## src/rtl/sram_ctrl_pkg.sv

```systemverilog
// Shared types and helpers for the SRAM strobe controller.
// Assumes: state encoding is internal; only the enum names are relied on.
package sram_ctrl_pkg;

    typedef enum logic [2:0] {
        ST_IDLE   = 3'd0,
        ST_READ   = 3'd1,
        ST_WSETUP = 3'd2,
        ST_WPULSE = 3'd3,
        ST_WRECOV = 3'd4
    } seq_state_e;

    // Replace a zero cycle count by one so every phase lasts at least a cycle.
    function automatic logic [15:0] at_least_one(input logic [15:0] v);
        return (v == 16'd0) ? 16'd1 : v;
    endfunction

endpackage

```

## src/rtl/sram_cycle_timer.sv

```systemverilog
// Down-counter that times one strobe phase.
// Loads a cycle count (zero is taken as one) and flags the last cycle.
// Assumes: the loader re-loads on every phase entry; counting stops at 1.
module sram_cycle_timer
    import sram_ctrl_pkg::*;
#(
    parameter int CNT_W = 4
) (
    input  logic             clk,
    input  logic             rst_n,
    input  logic             load,
    input  logic [CNT_W-1:0] load_val,
    output logic             last
);

    localparam logic [CNT_W-1:0] ONE = {{(CNT_W-1){1'b0}}, 1'b1};

    logic [CNT_W-1:0] cnt_q;

    // Load a fresh phase length, otherwise count down toward one.
    always_ff @(posedge clk) begin
        if (!rst_n) begin
            cnt_q <= ONE;
        end else if (load) begin
            cnt_q <= (load_val == '0) ? ONE : load_val;
        end else if (cnt_q > ONE) begin
            cnt_q <= cnt_q - ONE;
        end
    end

    assign last = (cnt_q <= ONE);

endmodule

```

## src/rtl/sram_seq_fsm.sv

```systemverilog
// Strobe sequencer: accepts one request at a time, steps through read,
// write setup, write pulse and write recovery, and drives registered
// strobes so they change only at clock edges.
// Assumes: the timer is loaded on each phase entry and reports its last cycle.
module sram_seq_fsm
    import sram_ctrl_pkg::*;
#(
    parameter int CNT_W = 4
) (
    input  logic             clk,
    input  logic             rst_n,
    input  logic             req_valid,
    input  logic             req_write,
    input  logic             pwr_fail,
    input  logic [CNT_W-1:0] cfg_acc,
    input  logic [CNT_W-1:0] cfg_wp,
    input  logic [CNT_W-1:0] cfg_rec,
    input  logic             tmr_last,
    output logic             tmr_load,
    output logic [CNT_W-1:0] tmr_val,
    output logic             req_ready,
    output logic             accept,
    output logic             capture,
    output logic             rsp_valid,
    output logic             rsp_err,
    output logic             ce_n,
    output logic             we_n,
    output logic             oe_n,
    output logic             dq_oe
);

    seq_state_e state_q, state_d;
    logic       err_q, err_d;
    logic       finish, finish_err;

    assign req_ready = (state_q == ST_IDLE);
    assign accept    = req_valid && req_ready;
    assign capture   = (state_q == ST_READ) && tmr_last;

    // Next-state, timer load and completion decode.
    always_comb begin
        state_d    = state_q;
        err_d      = err_q;
        tmr_load   = 1'b0;
        tmr_val    = cfg_acc;
        finish     = 1'b0;
        finish_err = 1'b0;
        unique case (state_q)
            ST_IDLE: begin
                if (accept) begin
                    err_d = 1'b0;
                    if (!req_write) begin
                        state_d  = ST_READ;
                        tmr_load = 1'b1;
                        tmr_val  = cfg_acc;
                    end else if (pwr_fail) begin
                        finish     = 1'b1;
                        finish_err = 1'b1;
                    end else begin
                        state_d = ST_WSETUP;
                    end
                end
            end
            ST_READ: begin
                if (tmr_last) begin
                    state_d = ST_IDLE;
                    finish  = 1'b1;
                end
            end
            ST_WSETUP: begin
                tmr_load = 1'b1;
                if (pwr_fail) begin
                    state_d = ST_WRECOV;
                    err_d   = 1'b1;
                    tmr_val = cfg_rec;
                end else begin
                    state_d = ST_WPULSE;
                    tmr_val = cfg_wp;
                end
            end
            ST_WPULSE: begin
                if (pwr_fail || tmr_last) begin
                    state_d  = ST_WRECOV;
                    tmr_load = 1'b1;
                    tmr_val  = cfg_rec;
                    if (pwr_fail) err_d = 1'b1;
                end
            end
            ST_WRECOV: begin
                if (tmr_last) begin
                    state_d    = ST_IDLE;
                    finish     = 1'b1;
                    finish_err = err_q;
                end
            end
            default: state_d = ST_IDLE;
        endcase
    end

    // State, error flag and response pulse registers.
    always_ff @(posedge clk) begin
        if (!rst_n) begin
            state_q   <= ST_IDLE;
            err_q     <= 1'b0;
            rsp_valid <= 1'b0;
            rsp_err   <= 1'b0;
        end else begin
            state_q   <= state_d;
            err_q     <= err_d;
            rsp_valid <= finish;
            rsp_err   <= finish && finish_err;
        end
    end

    // Strobes registered from the next state so they never glitch.
    always_ff @(posedge clk) begin
        if (!rst_n) begin
            ce_n  <= 1'b1;
            we_n  <= 1'b1;
            oe_n  <= 1'b1;
            dq_oe <= 1'b0;
        end else begin
            ce_n  <= !(state_d == ST_READ || state_d == ST_WSETUP || state_d == ST_WPULSE);
            we_n  <= !(state_d == ST_WPULSE);
            oe_n  <= !(state_d == ST_READ);
            dq_oe <= (state_d == ST_WSETUP || state_d == ST_WPULSE);
        end
    end


    oe_we_excl_chk: assert property (@(posedge clk) disable iff (!rst_n)
        !(!oe_n && !we_n));


    drive_oe_excl_chk: assert property (@(posedge clk) disable iff (!rst_n)
        dq_oe |-> oe_n);


    we_drive_chk: assert property (@(posedge clk) disable iff (!rst_n)
        !we_n |-> dq_oe);


    we_needs_ce_chk: assert property (@(posedge clk) disable iff (!rst_n)
        !we_n |-> !ce_n);


    pf_cut_chk: assert property (@(posedge clk) disable iff (!rst_n)
        (pwr_fail && !we_n) |=> we_n);


    pf_block_chk: assert property (@(posedge clk) disable iff (!rst_n)
        (pwr_fail && we_n) |=> we_n);


    busy_ready_chk: assert property (@(posedge clk) disable iff (!rst_n)
        !ce_n |-> !req_ready);

endmodule

```

## src/rtl/sram_bus_path.sv

```systemverilog
// Address, write-data and read-data registers for the memory bus.
// Latches the request on acceptance and holds it until the next one;
// captures memory data on the last access cycle of a read.
// Assumes: accept is only raised while the sequencer is idle.
module sram_bus_path #(
    parameter int AW = 13,
    parameter int DW = 8
) (
    input  logic          clk,
    input  logic          rst_n,
    input  logic          accept,
    input  logic          capture,
    input  logic [AW-1:0] req_addr,
    input  logic [DW-1:0] req_wdata,
    input  logic [DW-1:0] mem_dq_in,
    output logic [AW-1:0] mem_addr,
    output logic [DW-1:0] mem_dq_out,
    output logic [DW-1:0] rsp_rdata
);

    // Freeze address and write data for the whole accepted cycle.
    always_ff @(posedge clk) begin
        if (!rst_n) begin
            mem_addr   <= '0;
            mem_dq_out <= '0;
        end else if (accept) begin
            mem_addr   <= req_addr;
            mem_dq_out <= req_wdata;
        end
    end

    // Sample returned memory data at the end of the access window.
    always_ff @(posedge clk) begin
        if (!rst_n) begin
            rsp_rdata <= '0;
        end else if (capture) begin
            rsp_rdata <= mem_dq_in;
        end
    end

endmodule

```

## src/rtl/sram_strobe_ctrl.sv

```systemverilog
// Top level: host request port to asynchronous SRAM strobes, with a
// supply-fail write lockout. Ties the sequencer, phase timer and bus path.
// Assumes: one outstanding request; cfg_* stable while a request runs.
module sram_strobe_ctrl
    import sram_ctrl_pkg::*;
#(
    parameter int AW    = 13,
    parameter int DW    = 8,
    parameter int CNT_W = 4
) (
    input  logic             clk,
    input  logic             rst_n,
    input  logic             req_valid,
    output logic             req_ready,
    input  logic             req_write,
    input  logic [AW-1:0]    req_addr,
    input  logic [DW-1:0]    req_wdata,
    output logic             rsp_valid,
    output logic [DW-1:0]    rsp_rdata,
    output logic             rsp_err,
    input  logic             pwr_fail,
    input  logic [CNT_W-1:0] cfg_acc,
    input  logic [CNT_W-1:0] cfg_wp,
    input  logic [CNT_W-1:0] cfg_rec,
    output logic [AW-1:0]    mem_addr,
    output logic             mem_ce_n,
    output logic             mem_we_n,
    output logic             mem_oe_n,
    output logic [DW-1:0]    mem_dq_out,
    output logic             mem_dq_oe,
    input  logic [DW-1:0]    mem_dq_in
);

    logic             tmr_load;
    logic [CNT_W-1:0] tmr_val;
    logic             tmr_last;
    logic             accept;
    logic             capture;

    sram_seq_fsm #(.CNT_W(CNT_W)) seq_i (
        .clk       (clk),
        .rst_n     (rst_n),
        .req_valid (req_valid),
        .req_write (req_write),
        .pwr_fail  (pwr_fail),
        .cfg_acc   (cfg_acc),
        .cfg_wp    (cfg_wp),
        .cfg_rec   (cfg_rec),
        .tmr_last  (tmr_last),
        .tmr_load  (tmr_load),
        .tmr_val   (tmr_val),
        .req_ready (req_ready),
        .accept    (accept),
        .capture   (capture),
        .rsp_valid (rsp_valid),
        .rsp_err   (rsp_err),
        .ce_n      (mem_ce_n),
        .we_n      (mem_we_n),
        .oe_n      (mem_oe_n),
        .dq_oe     (mem_dq_oe)
    );

    sram_cycle_timer #(.CNT_W(CNT_W)) timer_i (
        .clk      (clk),
        .rst_n    (rst_n),
        .load     (tmr_load),
        .load_val (tmr_val),
        .last     (tmr_last)
    );

    sram_bus_path #(.AW(AW), .DW(DW)) path_i (
        .clk        (clk),
        .rst_n      (rst_n),
        .accept     (accept),
        .capture    (capture),
        .req_addr   (req_addr),
        .req_wdata  (req_wdata),
        .mem_dq_in  (mem_dq_in),
        .mem_addr   (mem_addr),
        .mem_dq_out (mem_dq_out),
        .rsp_rdata  (rsp_rdata)
    );


    addr_hold_chk: assert property (@(posedge clk) disable iff (!rst_n)
        (!mem_ce_n && !$past(mem_ce_n)) |-> $stable(mem_addr));


    pf_rsp_err_chk: assert property (@(posedge clk) disable iff (!rst_n)
        (accept && req_write && pwr_fail) |=> (rsp_valid && rsp_err));

endmodule

```

## config.mk

```make
export PLATFORM = sky130hd
export DESIGN_NAME = sram_strobe_ctrl
export DESIGN_NICKNAME = d
export VERILOG_FILES = /design/src/rtl/sram_ctrl_pkg.sv /design/src/rtl/sram_cycle_timer.sv /design/src/rtl/sram_seq_fsm.sv /design/src/rtl/sram_bus_path.sv /design/src/rtl/sram_strobe_ctrl.sv
export SDC_FILE = /design/constraint.sdc
export NUM_CORES = 1
export LEC_CHECK = 0
export CAP_MARGIN = 20
export CORE_MARGIN = 5
export CORE_UTILIZATION = 42
export CTS_CLUSTER_SIZE = 40
export DETAILED_ROUTE_END_ITERATION = 12
export HOLD_SLACK_MARGIN = 0.08
export PLACE_DENSITY = 0.89
export SYNTH_ARGS = -nofsm -noshare
export SYNTH_HDL_FRONTEND = slang
export SYNTH_SLANG_ARGS = --single-unit
```

## constraint.sdc

```tcl
create_clock -name clk -period 2.45 [get_ports clk]
set_clock_uncertainty 0.05 [all_clocks]
set_input_delay 0.49 -clock clk [delete_from_list [all_inputs] [get_ports clk]]
set_output_delay 0.49 -clock clk [all_outputs]
set_load 0.05 [all_outputs]
```

# ---- After elaboration in Yosys (flattened, before gate mapping)
# Cells that the tools add are included.
dict set report totals {
  regBits 43
  in_bits 46
  output_inout_bits 36
  word_cells 68
}
dict set report classes {
  add_sub_neg 1
  n_lt_le_gt_ge 2
  n_eq_ne 9
  n_mux 28
  n_reduce_logical 16
}
# operator n
set op_table {}
lappend op_table {{2-to-1 mux 4 bit} 5}
lappend op_table {{2-to-1 mux 3 bit} 6}
lappend op_table {{equality test 3 x 2 -> 1 bit, second input constant} 4}
lappend op_table {{case mux 3 bit (4 select lines)} 1}
lappend op_table {{2-to-1 mux 1 bit} 11}
lappend op_table {{case mux 4 bit (2 select lines)} 1}
lappend op_table {{equality test 3 x 1 -> 1 bit, second input constant} 2}
lappend op_table {{case mux 1 bit (3 select lines)} 2}
lappend op_table {{greater-than comparator 4 x 1 -> 1 bit, second input constant} 1}
lappend op_table {{less-or-equal comparator 4 x 1 -> 1 bit, second input constant} 1}
lappend op_table {{logical NOT 4 bit} 1}
lappend op_table {{logical OR 1 bit} 4}
lappend op_table {{case mux 1 bit (2 select lines)} 2}
lappend op_table {{subtractor 4 x 1 -> 4 bit, second input constant} 1}
lappend op_table {{equality test 3 bit, second input constant} 1}
lappend op_table {{logical AND 1 bit} 3}
lappend op_table {{logical NOT 1 bit} 3}
lappend op_table {{logical NOT 3 bit} 1}
lappend op_table {{AND reduction 3 bit} 1}
lappend op_table {{nonzero test 3 bit} 1}
lappend op_table {{inequality test 2 x 1 -> 1 bit, second input constant} 1}
lappend op_table {{inequality test 2 bit, second input constant} 1}
lappend op_table {{nonzero test 2 bit} 1}
lappend op_table {{OR reduction 2 bit} 1}

# ---- Depth between registers and ports, before layout
dict set report logic_depth {
  ltp_word 8
  mapped_depth 8
  ltp_nobuf 8
}

# ---- Cells and area by module
# From an unflattened synthesis, not the netlist that was laid out.
dict set report hier_totals {
  hier_cells 182
  area_unflattened_um2 1936.9
}
# module instances cells_each area_per_inst_um2 seq_area_each_um2
set by_module_without_submodules {}
lappend by_module_without_submodules {sram_bus_path 1 94 1124.8 580.6}
lappend by_module_without_submodules {sram_seq_fsm 1 58 545.5 200.2}
lappend by_module_without_submodules {sram_cycle_timer 1 30 266.5 80.1}

# ---- Worst setup path before layout
# OpenSTA, ideal clock, no wires.
dict set report synth_path {
  path_kind {flip-flop to flip-flop}
  from {register seq_i.state_q[1]}
  to {register seq_i.oe_n}
  setup_time_ps 120
  t_arrival_ps 1798
  t_required_ps 2280
  path_slack_ps 482
  stages_incl_launch_ff 8
  path_buffers 1
  synth_period_minus_slack_ps 1968
  path_cell_list {dfxtp_1 -> clkbuf_2 -> nor3_4 -> nand2_1 -> nor2_2 -> a21o_1 -> nand2_1 -> or2_1}
}
dict set report synth_via {
  elab_chain_cells 6
  elab_cells_between_ends 15
  classes_between {eq/ne (5); mux (6); reduce/logical (4)}
}
# item line
set synth_lines {}
lappend synth_lines {{start: declaration} sram_seq_fsm.sv:32} ;# seq_state_e state_q, state_d;
lappend synth_lines {{start signal: assignment} sram_seq_fsm.sv:108} ;# state_q <= state_d;
lappend synth_lines {{logical NOT 3 bit *} sram_seq_fsm.sv:36} ;# assign req_ready = (state_q == ST_IDLE);
lappend synth_lines {{named net req_ready} sram_strobe_ctrl.sv:14} ;# output logic req_ready,
lappend synth_lines {{logical AND 1 bit} sram_seq_fsm.sv:37} ;# assign accept = req_valid && req_ready;
lappend synth_lines {{2-to-1 mux 3 bit} sram_seq_fsm.sv:50} ;# if (accept) begin
lappend synth_lines {{case mux 3 bit (4 select lines) *} sram_seq_fsm.sv:48} ;# unique case (state_q)
lappend synth_lines {{equality test 3 x 1 -> 1 bit *} sram_seq_fsm.sv:125} ;# oe_n <= !(state_d == ST_READ);
lappend synth_lines {{logical NOT 1 bit *} sram_seq_fsm.sv:125}
lappend synth_lines {{end signal: assignment} sram_seq_fsm.sv:125}
lappend synth_lines {{end: declaration} sram_seq_fsm.sv:28} ;# output logic oe_n,
# The timed path passes the listed nets; every way through them passes the cells marked *.
# A chain may end at the register's enable or synchronous reset.

# ---- Worst setup path in the final report
dict set report layout_path {
  from {register seq_i.state_q[1]}
  to {output req_ready}
}
dict set report layout_via {
  elab_chain_cells 1
}
# item line
set layout_lines {}
lappend layout_lines {{logical NOT 3 bit} sram_seq_fsm.sv:36}
lappend layout_lines {{end: declaration} sram_strobe_ctrl.sv:14}
# Every way passes these cells.

==> metrics.yaml <==
status: "complete, no violations"
setup_viol: 0
place_inst: 342
sw_frac_of_total: 0.348
path_cells: "nor3_4 > clkdlybuf4s50_1"
slew_viol_final: 0
combPwrFrac: 0.360
path_class: "reg -> out"
final_common_cell: "clkdlybuf4s50_1"
post-route-min-period_ns: 2.34
p_sw_w: 0.000681
core-area_um2: 4410
syn_nets: 265
fin_nets: 345
pwr-share-clk: 0.230
finalSetupTns_ns: 0
grt_max_degree: 27
numCtsBuffers: 5
die_width_um: 77.7
grt_use_total: 0.171
start_util: 0.437
vias_per_cell: 5.05
route.detailed.drc: 0
cts_sinks: 43
synth_area_per_cell_um2: 8.88
rsz0062_at_grt: "no"
hp-class: "reg -> reg"
synth_edf_count: 0
finalCritPeriodShare: 0.956
slowest_stage: "clkdlybuf4s50_1"
rows: 24
cp_top_family: "buffers and inverters"
cts-resized-gates: 0
async_flop_share: 0
ys_ff_latch: 43
multi_input_comb_area_um2: 991
postCtsSetupBuffers: 0
ys_seq_area_frac: 0.447
yosysWarnings: 0
drt_iter0_drc: 106
ys.flop_type: "dfxtp_1"
utilization: 0.651
synth_cell_type_count: 44
postRouteAntennaNets: 0
antenna_found_initial: 0
path_clk_slew_ns: 0.08
hold_viol: 0
layout_setup_ws_ns: 0.107
cp-start-kind: "flip-flop"
power_frac_seq: 0.410
max_stage_delay_ns: 0.84
cp_max_fo: 8
final_cell_mix: "81 x clkdlybuf4s50_1, 50 x nand2_1, 43 x dfxtp_1"
synthToLayoutAreaGrowth_pct: 49.0
clock_latency_ns: 0.29
finalNonFillerCells: 349
antennaDiodeCount: 0
p_per_area_nw_per_um2: 682
dp_slack_ns: 0.196
io_buffers: 81
synth_cells: 217
internal-power_w: 0.00128
crit_path_end_kind: "output pin"
dieHeight_um: 77.7
seqCellArea_um2: 861
synth_area_um2: 1930
cts_tree: "yes"
first_global_vias: 1780
worst_slew_pin_slew_ns: 0.775
critPathArrivalTime_ns: 1.80
nFillCells: 360
gp_congestion: 0.905
die_area_um2: 6040
grt_pass1_wl_mm: 8.46
io_pins: 82
drive_gt1_frac: 0.0842
overflow: 0
max_slew_margin: 0.480
drt_wl_total_mm: 4.98
hold_buffers: 0
cts-root-buf: "clkbuf_8"
dp_hpwl_mm: 3.73
h-tree-depth: 2
vdd_drop_max_uv: 422
clockBufferDepth: 2
drv_cap: 0
cp.required_ns: 1.91
vias: 1764
clock.fmax_mhz: 427
cp_num_buf_inv: 1
power_w: 0.00196
p_leak_nw: 1.09
dr.pass1.iters: 4
wire_per_inst_um: 14.3
[power groups by stage]
stage / logic, W / clock network [W] / registers [W]
after floorplan: 0.000317 / 0 / 0.000969
after CTS: 0.000709 / 0.000463 / 0.000804
after global placement: 0.000696 / 0 / 0.000816
final: 0.000705 / 0.000450 / 0.000803
after detailed placement: 0.000707 / 0 / 0.000820
after global routing: 0.000756 / 0.000493 / 0.000813
[area by class of cell]
class / count / area share
flip-flops and latches: 43 / 0.300
clock buffers: 6 / 0.0288
well taps: 52 / 0.0227
clock inverters: 1 / 0.00174
inverters: 5 / 0.00654
multi-input cells: 156 / 0.345
repair buffers: 86 / 0.295
[sequential cells by signal, indices dropped and copies added, names as in the netlist, 3 cells and up]
name and flops:
seq_i.state_q 3, path_i.mem_dq_out 8, path_i.mem_addr 13, timer_i.cnt_q 4, path_i.rsp_rdata 8
[Yosys cell counts, drive strengths merged, types with 2 or more instances]
cell type,count,share of area
nor3,4,0.016
nand3,4,0.010
clkbuf,8,0.016
nand2,51,0.10
nor2b,11,0.036
a211oi,2,0.0078
mux2i,12,0.062
nor4,2,0.014
and2,5,0.016
a21boi,23,0.090
nor2,10,0.022
buf,5,0.013
inv,5,0.0097
dfxtp,43,0.45
o21ai,2,0.0052
a21oi,5,0.017
or2,2,0.0078
a221oi,2,0.016
o21a,2,0.0078
ha,2,0.013
mux2,2,0.012
a22oi,2,0.0078
[cells by family (layout without fill, tap and decap cells)]
logic type | Yosys count | count (layout) | synth area share
mux | 14 | 14 | 0.0740
compound gates | 46 | 46 | 0.184
buf+inv | 18 | 98 | 0.0390
xor+xnor | 2 | 2 | 0.00909
fa+ha+maj | 2 | 2 | 0.0130
flops | 43 | 43 | 0.447
simple gates | 92 | 92 | 0.234
[tightest hold or removal path, cell delays in order (launching register included)]
cell and delay (ns):
dfxtp_1 0.31, nand2_1 0.05, a21boi_1 0.05
[per-stage QoR]
step	area, µm²	hold slack (ns)
floorplan	1930	0.400
global placement	2780	0.390
detailed placement	2780	0.395
CTS	2870	0.406
global route	2870	0.427
finish	2870	0.404
[per-layer routing]
layer / GRT usage / up-vias / share of wire
met2: 0.285 / 67 / 0.48
met3: 0.0509 / 10 / 0.075
li1: - / 890 / -
met1: 0.199 / 797 / 0.42
met5: 0 / - / 0
met4: 0.0825 / 0 / 0.022
[final timing paths]
| path | depth (start not counted) | startpoint | slack [ns] | to |
|---|---|---|---|---|
| setup / recovery | 2 | seq_i.state_q[1]$_SDFF_PN0_ | 0.11 | req_ready |
| hold / removal | 2 | path_i.mem_dq_out[1]$_SDFFE_PN0N_ | 0.40 | path_i.mem_dq_out[1]$_SDFFE_PN0N_ |
| setup reg to reg | 8 | timer_i.cnt_q[0]$_SDFFE_PN1P_ | 0.41 | timer_i.cnt_q[1]$_SDFFE_PN0P_ |
| hold reg to reg | 2 | path_i.mem_dq_out[1]$_SDFFE_PN0N_ | 0.40 | path_i.mem_dq_out[1]$_SDFFE_PN0N_ |
Power figures use the tool's default switching activity.
